File: config.mk
export PLATFORM = sky130hd
export DESIGN_NAME = conv_result_fifo
export DESIGN_NICKNAME = d
export VERILOG_FILES = /design/src/rtl/rfifo_pkg.sv /design/src/rtl/rfifo_queue.sv /design/src/rtl/rfifo_byte_sel.sv /design/src/rtl/rfifo_rd_ctrl.sv /design/src/rtl/conv_result_fifo.sv
export SDC_FILE = /design/constraint.sdc
export NUM_CORES = 1
export LEC_CHECK = 0
export BUFFER_PORTS_ARGS = -buffer_cell sky130_fd_sc_hd__buf_2
export CORE_UTILIZATION = 60
export CTS_CLUSTER_DIAMETER = 200
export DETAILED_ROUTE_END_ITERATION = 8
export PLACE_DENSITY = 0.77
export SYNTH_ARGS = -nofsm -noshare
export SYNTH_HDL_FRONTEND = slang
export SYNTH_SLANG_ARGS = --single-unit
File: constraint.sdc
create_clock -name clk_i -period 9.6 [get_ports clk_i]
set_input_delay 1.44 -clock clk_i [delete_from_list [all_inputs] [get_ports clk_i]]
set_output_delay 1.44 -clock clk_i [all_outputs]
set_load 0.02 [all_outputs]
File: src/rtl/rfifo_pkg.sv
package rfifo_pkg;
  typedef enum logic {SRC_VOLT = 1'b0, SRC_TEMP = 1'b1} src_e;
endpackage

File: src/rtl/rfifo_queue.sv
module rfifo_queue #(
  parameter int DEPTH = 16,
  parameter int EW    = 16
) (
  input  logic                         clk_i,
  input  logic                         rst_ni,
  input  logic                         clear_i,
  input  logic                         push_i,
  input  logic                         pop_i,
  input  logic [EW-1:0]                wdata_i,
  output logic [EW-1:0]                head_o,
  output logic [$clog2(DEPTH+1)-1:0]   count_o,
  output logic                         full_o,
  output logic                         empty_o,
  output logic                         ovw_o
);
  localparam int AW = $clog2(DEPTH);
  localparam int CW = $clog2(DEPTH+1);

  logic [EW-1:0] mem [DEPTH];
  logic [AW-1:0] wp_q, rp_q;
  logic [CW-1:0] cnt_q;
  logic          do_pop;

  function automatic logic [AW-1:0] nxt(input logic [AW-1:0] p);
    return (p == AW'(DEPTH-1)) ? '0 : p + 1'b1;
  endfunction

  assign full_o  = (cnt_q == CW'(DEPTH));
  assign empty_o = (cnt_q == '0);
  assign do_pop  = pop_i & ~empty_o;
  // full and nobody reading: the oldest slot is reused
  assign ovw_o   = push_i & full_o & ~do_pop;
  assign head_o  = mem[rp_q];
  assign count_o = cnt_q;

  always_ff @(posedge clk_i) begin
    if (push_i && !clear_i) mem[wp_q] <= wdata_i;
  end

  always_ff @(posedge clk_i or negedge rst_ni) begin
    if (!rst_ni) begin
      wp_q  <= '0;
      rp_q  <= '0;
      cnt_q <= '0;
    end else if (clear_i) begin
      wp_q  <= '0;
      rp_q  <= '0;
      cnt_q <= '0;
    end else begin
      if (push_i)          wp_q <= nxt(wp_q);
      if (do_pop || ovw_o) rp_q <= nxt(rp_q);
      if (push_i && !do_pop && !full_o) cnt_q <= cnt_q + 1'b1;
      else if (do_pop && !push_i)       cnt_q <= cnt_q - 1'b1;
    end
  end
endmodule

File: src/rtl/rfifo_byte_sel.sv
module rfifo_byte_sel #(
  parameter int BW  = 8,
  parameter int SHW = 4
) (
  input  logic [2*BW-1:0] entry_i,
  input  logic [SHW-1:0]  sh_i,
  output logic [BW-1:0]   byte_o
);
  logic [2*BW-1:0] shifted;
  assign shifted = entry_i << sh_i;
  assign byte_o  = shifted[2*BW-1 -: BW];
endmodule

File: src/rtl/rfifo_rd_ctrl.sv
module rfifo_rd_ctrl
  import rfifo_pkg::*;
#(
  parameter int BW  = 8,
  parameter int BCW = 4,
  parameter int SHW = 4
) (
  input  logic           clk_i,
  input  logic           rst_ni,
  input  logic           clear_i,
  input  logic           cs_n_i,
  input  logic           byte_done_i,
  input  logic [BCW-1:0] bits_i,
  input  logic           temp_vld_i,
  input  logic           q_empty_i,
  input  logic           ovw_i,
  output src_e           src_o,
  output logic           active_o,
  output logic [SHW-1:0] sh_o,
  output logic           pop_q_o,
  output logic           pop_t_o
);
  logic           phase_q;   // 0: at first byte, 1: inside entry
  src_e           src_q;
  logic [SHW-1:0] sh_q;
  logic           adv;

  assign src_o    = phase_q ? src_q : (temp_vld_i ? SRC_TEMP : SRC_VOLT);
  assign active_o = phase_q | temp_vld_i | ~q_empty_i;
  assign adv      = byte_done_i & ~cs_n_i & (bits_i != '0) & active_o;
  assign pop_q_o  = adv & phase_q & (src_q == SRC_VOLT);
  assign pop_t_o  = adv & phase_q & (src_q == SRC_TEMP);
  assign sh_o     = sh_q;

  always_ff @(posedge clk_i or negedge rst_ni) begin
    if (!rst_ni) begin
      phase_q <= 1'b0;
      src_q   <= SRC_VOLT;
      sh_q    <= '0;
    end else if (clear_i) begin
      phase_q <= 1'b0;
      src_q   <= SRC_VOLT;
      sh_q    <= '0;
    end else if (adv && !phase_q) begin
      // head overwritten in the same cycle: restart on the new head
      if (!(ovw_i && src_o == SRC_VOLT)) begin
        phase_q <= 1'b1;
        src_q   <= src_o;
        sh_q    <= (bits_i >= BCW'(BW)) ? SHW'(BW) : SHW'(bits_i);
      end
    end else if (adv) begin
      phase_q <= 1'b0;
      sh_q    <= '0;
    end else if (ovw_i && phase_q && src_q == SRC_VOLT) begin
      phase_q <= 1'b0;
      sh_q    <= '0;
    end
  end
endmodule

File: src/rtl/conv_result_fifo.sv
module conv_result_fifo
  import rfifo_pkg::*;
#(
  parameter int DEPTH = 16,
  parameter int VW    = 10,
  parameter int SW    = 2,
  parameter int TW    = 12,
  parameter int BW    = 8
) (
  input  logic                       clk_i,
  input  logic                       rst_ni,
  input  logic                       clear_i,
  input  logic                       wr_volt_i,
  input  logic [VW-1:0]              volt_code_i,
  input  logic [SW-1:0]              volt_sub_i,
  input  logic                       wr_temp_i,
  input  logic [TW-1:0]              temp_code_i,
  input  logic                       cs_n_i,
  input  logic                       byte_done_i,
  input  logic [$clog2(BW+1)-1:0]    bits_i,
  output logic [BW-1:0]              rd_byte_o,
  output logic                       full_o,
  output logic                       empty_o,
  output logic [$clog2(DEPTH+1)-1:0] count_o
);
  localparam int EW   = 2 * BW;
  localparam int BCW  = $clog2(BW+1);
  localparam int SHW  = $clog2(BW+1);
  localparam int VPAD = EW - VW - SW;
  localparam int TPAD = EW - TW;

  logic [EW-1:0]  volt_entry, temp_entry, q_head, cur_entry;
  logic [TW-1:0]  temp_q;
  logic           temp_vld_q;
  logic           q_empty, ovw, pop_q, pop_t, active;
  logic [SHW-1:0] sh;
  logic [BW-1:0]  sel_byte;
  src_e           src;

  assign volt_entry = {{VPAD{1'b0}}, volt_code_i, volt_sub_i};
  assign temp_entry = {{TPAD{1'b0}}, temp_q};

  rfifo_queue #(.DEPTH(DEPTH), .EW(EW)) u_queue (
    .clk_i   (clk_i),
    .rst_ni  (rst_ni),
    .clear_i (clear_i),
    .push_i  (wr_volt_i),
    .pop_i   (pop_q),
    .wdata_i (volt_entry),
    .head_o  (q_head),
    .count_o (count_o),
    .full_o  (full_o),
    .empty_o (q_empty),
    .ovw_o   (ovw)
  );

  always_ff @(posedge clk_i or negedge rst_ni) begin
    if (!rst_ni) begin
      temp_q     <= '0;
      temp_vld_q <= 1'b0;
    end else if (clear_i) begin
      temp_vld_q <= 1'b0;
    end else if (wr_temp_i) begin
      temp_q     <= temp_code_i;
      temp_vld_q <= 1'b1;
    end else if (pop_t) begin
      temp_vld_q <= 1'b0;
    end
  end

  rfifo_rd_ctrl #(.BW(BW), .BCW(BCW), .SHW(SHW)) u_rd_ctrl (
    .clk_i       (clk_i),
    .rst_ni      (rst_ni),
    .clear_i     (clear_i),
    .cs_n_i      (cs_n_i),
    .byte_done_i (byte_done_i),
    .bits_i      (bits_i),
    .temp_vld_i  (temp_vld_q),
    .q_empty_i   (q_empty),
    .ovw_i       (ovw),
    .src_o       (src),
    .active_o    (active),
    .sh_o        (sh),
    .pop_q_o     (pop_q),
    .pop_t_o     (pop_t)
  );

  assign cur_entry = (src == SRC_TEMP) ? temp_entry : q_head;

  rfifo_byte_sel #(.BW(BW), .SHW(SHW)) u_byte_sel (
    .entry_i (cur_entry),
    .sh_i    (sh),
    .byte_o  (sel_byte)
  );

  assign rd_byte_o = (!cs_n_i && active) ? sel_byte : '0;
  assign empty_o   = q_empty & ~temp_vld_q;
endmodule

* After elaboration in Yosys (flattened, before gate mapping) *
Memories as Yosys holds them, arrays and structs flattened.
Cells that the tools add are included.

storage, ports and cells
  bits in latches = 0
  memories = 1
  bits in writable memories = 192
  output and inout port bits = 15
  bits in registers = 32
  input port bits = 35
  ROM bits = 0
  word-level logic and storage cells = 98

cells by class
  reduce and logical (&&, ||, !) cells = 27
  magnitude comparators = 1
  divide/modulo/power cells = 0
  mux-type cells = 32
  multiply operators = 0
  bitwise gates (word level) = 19
  eq/ne operators = 5
  $add $sub $neg = 4
  shifts and indexed selects = 1

memory list
  memory       words  bits a word  rd ports  clocked after memory_dff  write ports  RTL line           text
  u_queue.mem  16     12           1         0                         1            rfifo_queue.sv:20  logic [EW-1:0] mem [DEPTH];

operators by type and width
  kind                                                       number
  2-to-1 mux 4 bit                                           12
  2-to-1 mux 16 bit                                          1
  << shifter 16 x 4 -> 16 bit                                1
  2-to-1 mux 1 bit                                           15
  2-to-1 mux 5 bit                                           3
  AND 1 bit                                                  10
  logical AND 1 bit                                          9
  adder 4 x 1 -> 4 bit (second input constant)               2
  == test 4 bit (second input constant)                      2
  2-to-1 mux 8 bit                                           1
  nonzero test 4 bit                                         2
  inverter 1 bit                                             7
  logical NOT 1 bit                                          6
  AND reduction 2 bit                                        3
  nonzero test 2 bit                                         3
  nonzero test 3 bit                                         2
  adder 5 x 1 -> 5 bit (second input constant)               1
  == test 5 bit (second input constant)                      1
  logical NOT 5 bit                                          1
  subtractor 5 x 1 -> 5 bit (second input constant)          1
  greater-or-equal comparator 4 bit (second input constant)  1
  != test 3 bit (second input constant)                      1
  != test 2 bit (second input constant)                      1
  OR 1 bit                                                   2
  logical OR 1 bit                                           1

* Logic depth before layout (Yosys ltp) *
  depth after elaboration = 15
  depth in mapped cells = 11

* By module *
Synthesis repeated with hierarchy kept, for this count alone.

unflattened totals
  cell total of the unflattened synthesis = 677
  area, all modules = 12328.1 um^2

by module, submodules not included
  module            instances  cells each  area each (um^2)  sequential area each (um^2)
  rfifo_queue       1          516         10598.9           8012.7
  conv_result_fifo  1          59          818.3             325.3
  rfifo_byte_sel    1          65          523.0             0.0
  rfifo_rd_ctrl     1          37          387.9             150.1

* Worst setup path before layout *
No wires, ideal clock.

  path kind = input to register
  from = in bits_i[2]
  to = reg u_queue.cnt_q[4], in the netlist u_queue.count_o[4]
  required time = 9468 ps
  stages on the path = 10
  setup time = 132 ps
  setup slack = 5577 ps
  path buffers = 0
  data arrival time = 3891 ps
  cell sequence = o41ai_1 nor3b_1 o211ai_1 nand3_1 fa_1 a21o_1 a21o_1 or3_1 a31oi_1 nor2_1

on the way
  cells in the longest elaborated chain, start to end = 11

ends and longest elaborated chain
  element                         RTL line                text
  start: declaration              conv_result_fifo.sv:20  input logic [$clog2(BW+1)-1:0] bits_i,
  nonzero test 4 bit *            rfifo_rd_ctrl.sv:30     assign adv = byte_done_i & ~cs_n_i & (bits_i != '0) & active_o;
  AND 1 bit * (2 in a row)        rfifo_rd_ctrl.sv:30
  AND 1 bit * (2 in a row)        rfifo_rd_ctrl.sv:31     assign pop_q_o = adv & phase_q & (src_q == SRC_VOLT);
  AND 1 bit *                     rfifo_queue.sv:31       assign do_pop = pop_i & ~empty_o;
  logical NOT 1 bit               rfifo_queue.sv:53       if (push_i && !do_pop && !full_o) cnt_q <= cnt_q + 1'b1;
  logical AND 1 bit (2 in a row)  rfifo_queue.sv:53
  2-to-1 mux 5 bit                rfifo_queue.sv:53
  2-to-1 mux 5 bit                rfifo_queue.sv:46       end else if (clear_i) begin
  end signal: assignment          rfifo_queue.sv:53
  end signal: assignment          rfifo_queue.sv:54       else if (do_pop && !push_i) cnt_q <= cnt_q - 1'b1;
  end: declaration                rfifo_queue.sv:22       logic [CW-1:0] cnt_q;

Mark *: on every way between the ends. The rest lies on a longest branch, timed or not.
A chain may end at the register's enable or synchronous reset.

* Worst setup path in the final report *
  from = reg u_queue.rp_q[0]
  to = out rd_byte_o[3]

on the way
  cells in the longest elaborated chain, start to end = 4

ends and longest elaborated chain
  element                      RTL line                text
  start: declaration           rfifo_queue.sv:21       logic [AW-1:0] wp_q, rp_q;
  start signal: assignment     rfifo_queue.sv:52       if (do_pop || ovw_o) rp_q <= nxt(rp_q);
  memory read (16 x 12 bit)    --
  2-to-1 mux 16 bit            conv_result_fifo.sv:88  assign cur_entry = (src == SRC_TEMP) ? temp_entry : q_head;
  << shifter 16 x 4 -> 16 bit  rfifo_byte_sel.sv:10    assign shifted = entry_i << sh_i;
  2-to-1 mux 8 bit             conv_result_fifo.sv:96  assign rd_byte_o = (!cs_n_i && active) ? sel_byte : '0;
  end: declaration             conv_result_fifo.sv:21  output logic [BW-1:0] rd_byte_o,

Every way passes these cells.

==> impl_metrics.py <==
metrics = {
    "clock_tree": {
        "numCtsBuffers": 23,
        "clk_root_buffer_cell": "clkbuf_16",
        "cts_tree": "done",
        "clockBufferDepth": 3,
        "ctsHoldBuffers": 0,
        "clkTransAtPathRegs_ns": 0.06,
        "cts_resized": 0,
        "post_cts_buffers": 0,
        "clkSinkCount": 224,
        "clk_latency_ns": 0.52,
        "cts-htree-levels": 1,
    },
    "sta": {
        "hold_viol": 0,
        "finalCriticalPeriod_ns": 5.47,
        "finalClockSkew_ns": 0.0128,
        "rsz0062_at_grt": "no",
        "period_share": 0.569,
        "layout_setup_ws_ns": 4.13,
        "worst_pin_slew_ns": 1.16,
        "fmax_ghz": 0.183,
        "fin_setup_tns_ns": 0,
        "whs_ns": 0.521,
        "finalMaxSlewViolations": 0,
        "setup_viol": 0,
        "relSlewSlack": 0.225,
    },
    "critical_path": {
        "setup.worst_path.class": "reg2out",
        "cp-end-kind": "primary output",
        "reg2reg_depth": 10,
        "critPathBufInv": 1,
        "cpLargestDelayFamily": "multiplexers",
        "path_max_fanout": 58,
        "worstPathRequired_ns": 8.16,
        "crit_path_cell_trace": "mux4_1 -> and2_1 -> o32ai_2 -> nor2_1 -> mux4_2 -> or2_1 -> a32o_1 -> buf_2",
        "crit_arrival_ns": 4.03,
        "startpoint_type": "register",
        "critPathMaxStageDelay_ns": 1.09,
        "reg2reg_to": "u_queue.count_o[4]$_DFFE_PN0P_",
        "rr_startpoint": "u_queue.count_o[1]$_DFFE_PN0P_",
        "cp_slowest_cell": "dfrtp_4",
        "r2r_setup_slack_ns": 6.18,
    },
    "finish": {
        "diodes": 0,
        "final_cells": 895,
        "postLayoutCoreUtil": 0.693,
        "area_growth_pct": 12.5,
        "nets": 710,
        "layout-drive-gt1-share": 0.271,
        "seqCellArea_mm2": 0.00657,
        "stdcell_area_mm2": 0.0110,
        "multi_input_area_mm2": 0.00302,
        "fill_cells": 1047,
    },
    "die": {
        "die_area_mm2": 0.0168,
        "ios": 50,
        "coreArea_mm2": 0.0159,
        "die_y_um": 130,
        "die_w_um": 130,
        "core.rowCount": 46,
        "initial_core_util": 0.616,
    },
    "place": {
        "dpl-instance-area_mm2": 0.0103,
        "numPlacedInstances": 856,
        "post-place-ws_ns": 4.66,
        "gp_congestion": 0.909,
        "hpwl_mm": 13.2,
        "numPortBuffers": 49,
    },
    "synthesis": {
        "yosysMostFrequentCell": "edfxtp_1",
        "synth_commonest_cells": "edfxtp_1 (192), nor2_1 (44), mux4_2 (42)",
        "syn_inst": 606,
        "synth_top_cell_by_area": "edfxtp_1",
        "synth_edf_count": 192,
        "synth_top_area_share": 0.589,
        "ys_types": 63,
        "synth_flop_cell": "edfxtp_1",
        "syn_nets": 651,
        "syn_avg_cell_area_um2": 16.1,
        "seq_area_frac_synth": 0.671,
        "ys_ff_latch": 224,
        "syn_area_mm2": 0.00978,
        "async_flop_share": 0.143,
        "netlist_top_cells_area": "edfxtp_1 (59%), mux4_2 (9.7%), dfrtp_1 (8.2%), mux2_2 (3.6%), mux2i_1 (1.8%)",
        "ys.warnings.count": 0,
    },
    "drt": {
        "wl_mm": 21.5,
        "ant_nets": 0,
        "wire_per_inst_um": 24.1,
        "viasPerCell": 6.49,
        "num_vias": 5808,
        "dr.pass1.iters": 5,
        "drtIter0Drc": 521,
        "drc": 0,
    },
    "grt": {
        "gr-usage-all-layers": 0.267,
        "grt_pass1_vias": 5757,
        "grt_max_degree": 59,
        "grt_remaining_overflow": 0,
        "grt_pass1_wl_mm": 32.5,
        "grt_antenna_before_repair": 1,
    },
    "job": {
        "cap_violations": 0,
    },
    "pwr": {
        "ir_drop_v": 0.000156,
        "p_leak_nw": 3.78,
        "power_density_mw_per_mm2": 201,
        "power_mw": 2.21,
    },
    "worst_hold_path": {
        "holdPathEnd": "temp_q[10]$_DFFE_PN0P_",
        "hp-class": "reg2reg",
        "worstHoldStart": "temp_q[10]$_DFFE_PN0P_",
        "min_path_cells": 1,
    },
    "status": {
        "status": "complete, no violations",
    },
}
[cell families after synthesis]
group	Yosys count	share of synthesized area
AOI/OAI and AO/OA	89	0.0657
xor gates and xnor gates	4	0.00358
adders and majority gates	10	0.0136
buffers and inverters	46	0.0217
DFF	224	0.671
muxes	95	0.159
and+or+nand+nor	138	0.0655
[report_power, final]
group          internal (mW)  total (mW)  switching, mW
Sequential              1.08        1.12         0.0398
Combinational          0.114       0.246          0.132
Clock                  0.493       0.847          0.354
[cells in the final DEF (no fill, tap or decap), types with 4 or more instances in the layout]
cell       Yosys  final
nor3_2         0      4
nand3_1        9      9
o21ai_0        8      8
nand2_1       40     40
mux4_2        42     42
ha_1           9      9
nor2_1        44     44
mux2i_1       18     18
and2_1         4      4
o22ai_1       14     14
a31oi_1        6      6
buf_2          8     49
clkinv_1       1      6
clkbuf_16      0     23
buf_4          0     17
edfxtp_1     192    192
a21oi_1       15     15
a221oi_1       6      6
clkbuf_1      19      4
nor2b_1        5      5
nand2b_1       5      5
inv_1         12     12
dfrtp_1       32     30
nor4_1         4      4
o221ai_1       4      4
nor3_1        11      7
o21a_1         5      5
mux2_2        31     31
[worst max-delay path by stage]
stage                                      startpoint                        endpoint  slack (ns)  depth (start not counted)
final                     u_queue.rp_q[0]$_DFFE_PN0P_                    rd_byte_o[3]        4.13                          8
after global routing      u_queue.rp_q[0]$_DFFE_PN0P_                    rd_byte_o[7]        3.94                          8
after CTS                 u_queue.rp_q[0]$_DFFE_PN0P_                    rd_byte_o[3]        4.10                          8
after detailed placement  u_queue.rp_q[0]$_DFFE_PN0P_                    rd_byte_o[3]        4.66                          8
after global placement    u_queue.rp_q[0]$_DFFE_PN0P_                    rd_byte_o[7]        4.71                          8
after floorplan                             bits_i[2]  u_queue.count_o[4]$_DFFE_PN0P_        5.58                         10
[per-layer routing]
metal  track usage  vias up  share of wire
met5             0        -              0
met4        0.0964        0          0.035
met3        0.0513       56          0.074
met2         0.449      275           0.49
met1         0.351     2948           0.40
li1              -     2529              -
[worst reg2reg max path: stages (launching register included)]
cell      delay (ns)
dfrtp_1         0.44
or4_1           0.63
o211ai_1        0.41
nand3_1         0.33
fa_1            0.50
a21o_1          0.20
a21o_1          0.20
or3_1           0.34
a21oi_1         0.15
a31oi_1         0.06
nor2_1          0.09
[layout make-up]
type / instances / area share
tap: 216 / 0.0246
clock inverter: 12 / 0.0110
multi-input combinational: 336 / 0.275
inverter: 14 / 0.00478
clock buffer: 27 / 0.0537
timing repair buffer: 66 / 0.0339
sequential: 224 / 0.597
[sequential cells by signal, summed over array words and instances (netlist names)]
signal,cells
u_rd_ctrl.phase_q,1
u_rd_ctrl.sh_o,4
temp_q,12
temp_vld_q,1
u_queue.rp_q,4
u_rd_ctrl.src_q,1
u_queue.wp_q,4
u_queue.count_o,5
u_queue.mem,192
Note: power is estimated with default switching activity, not from simulation.
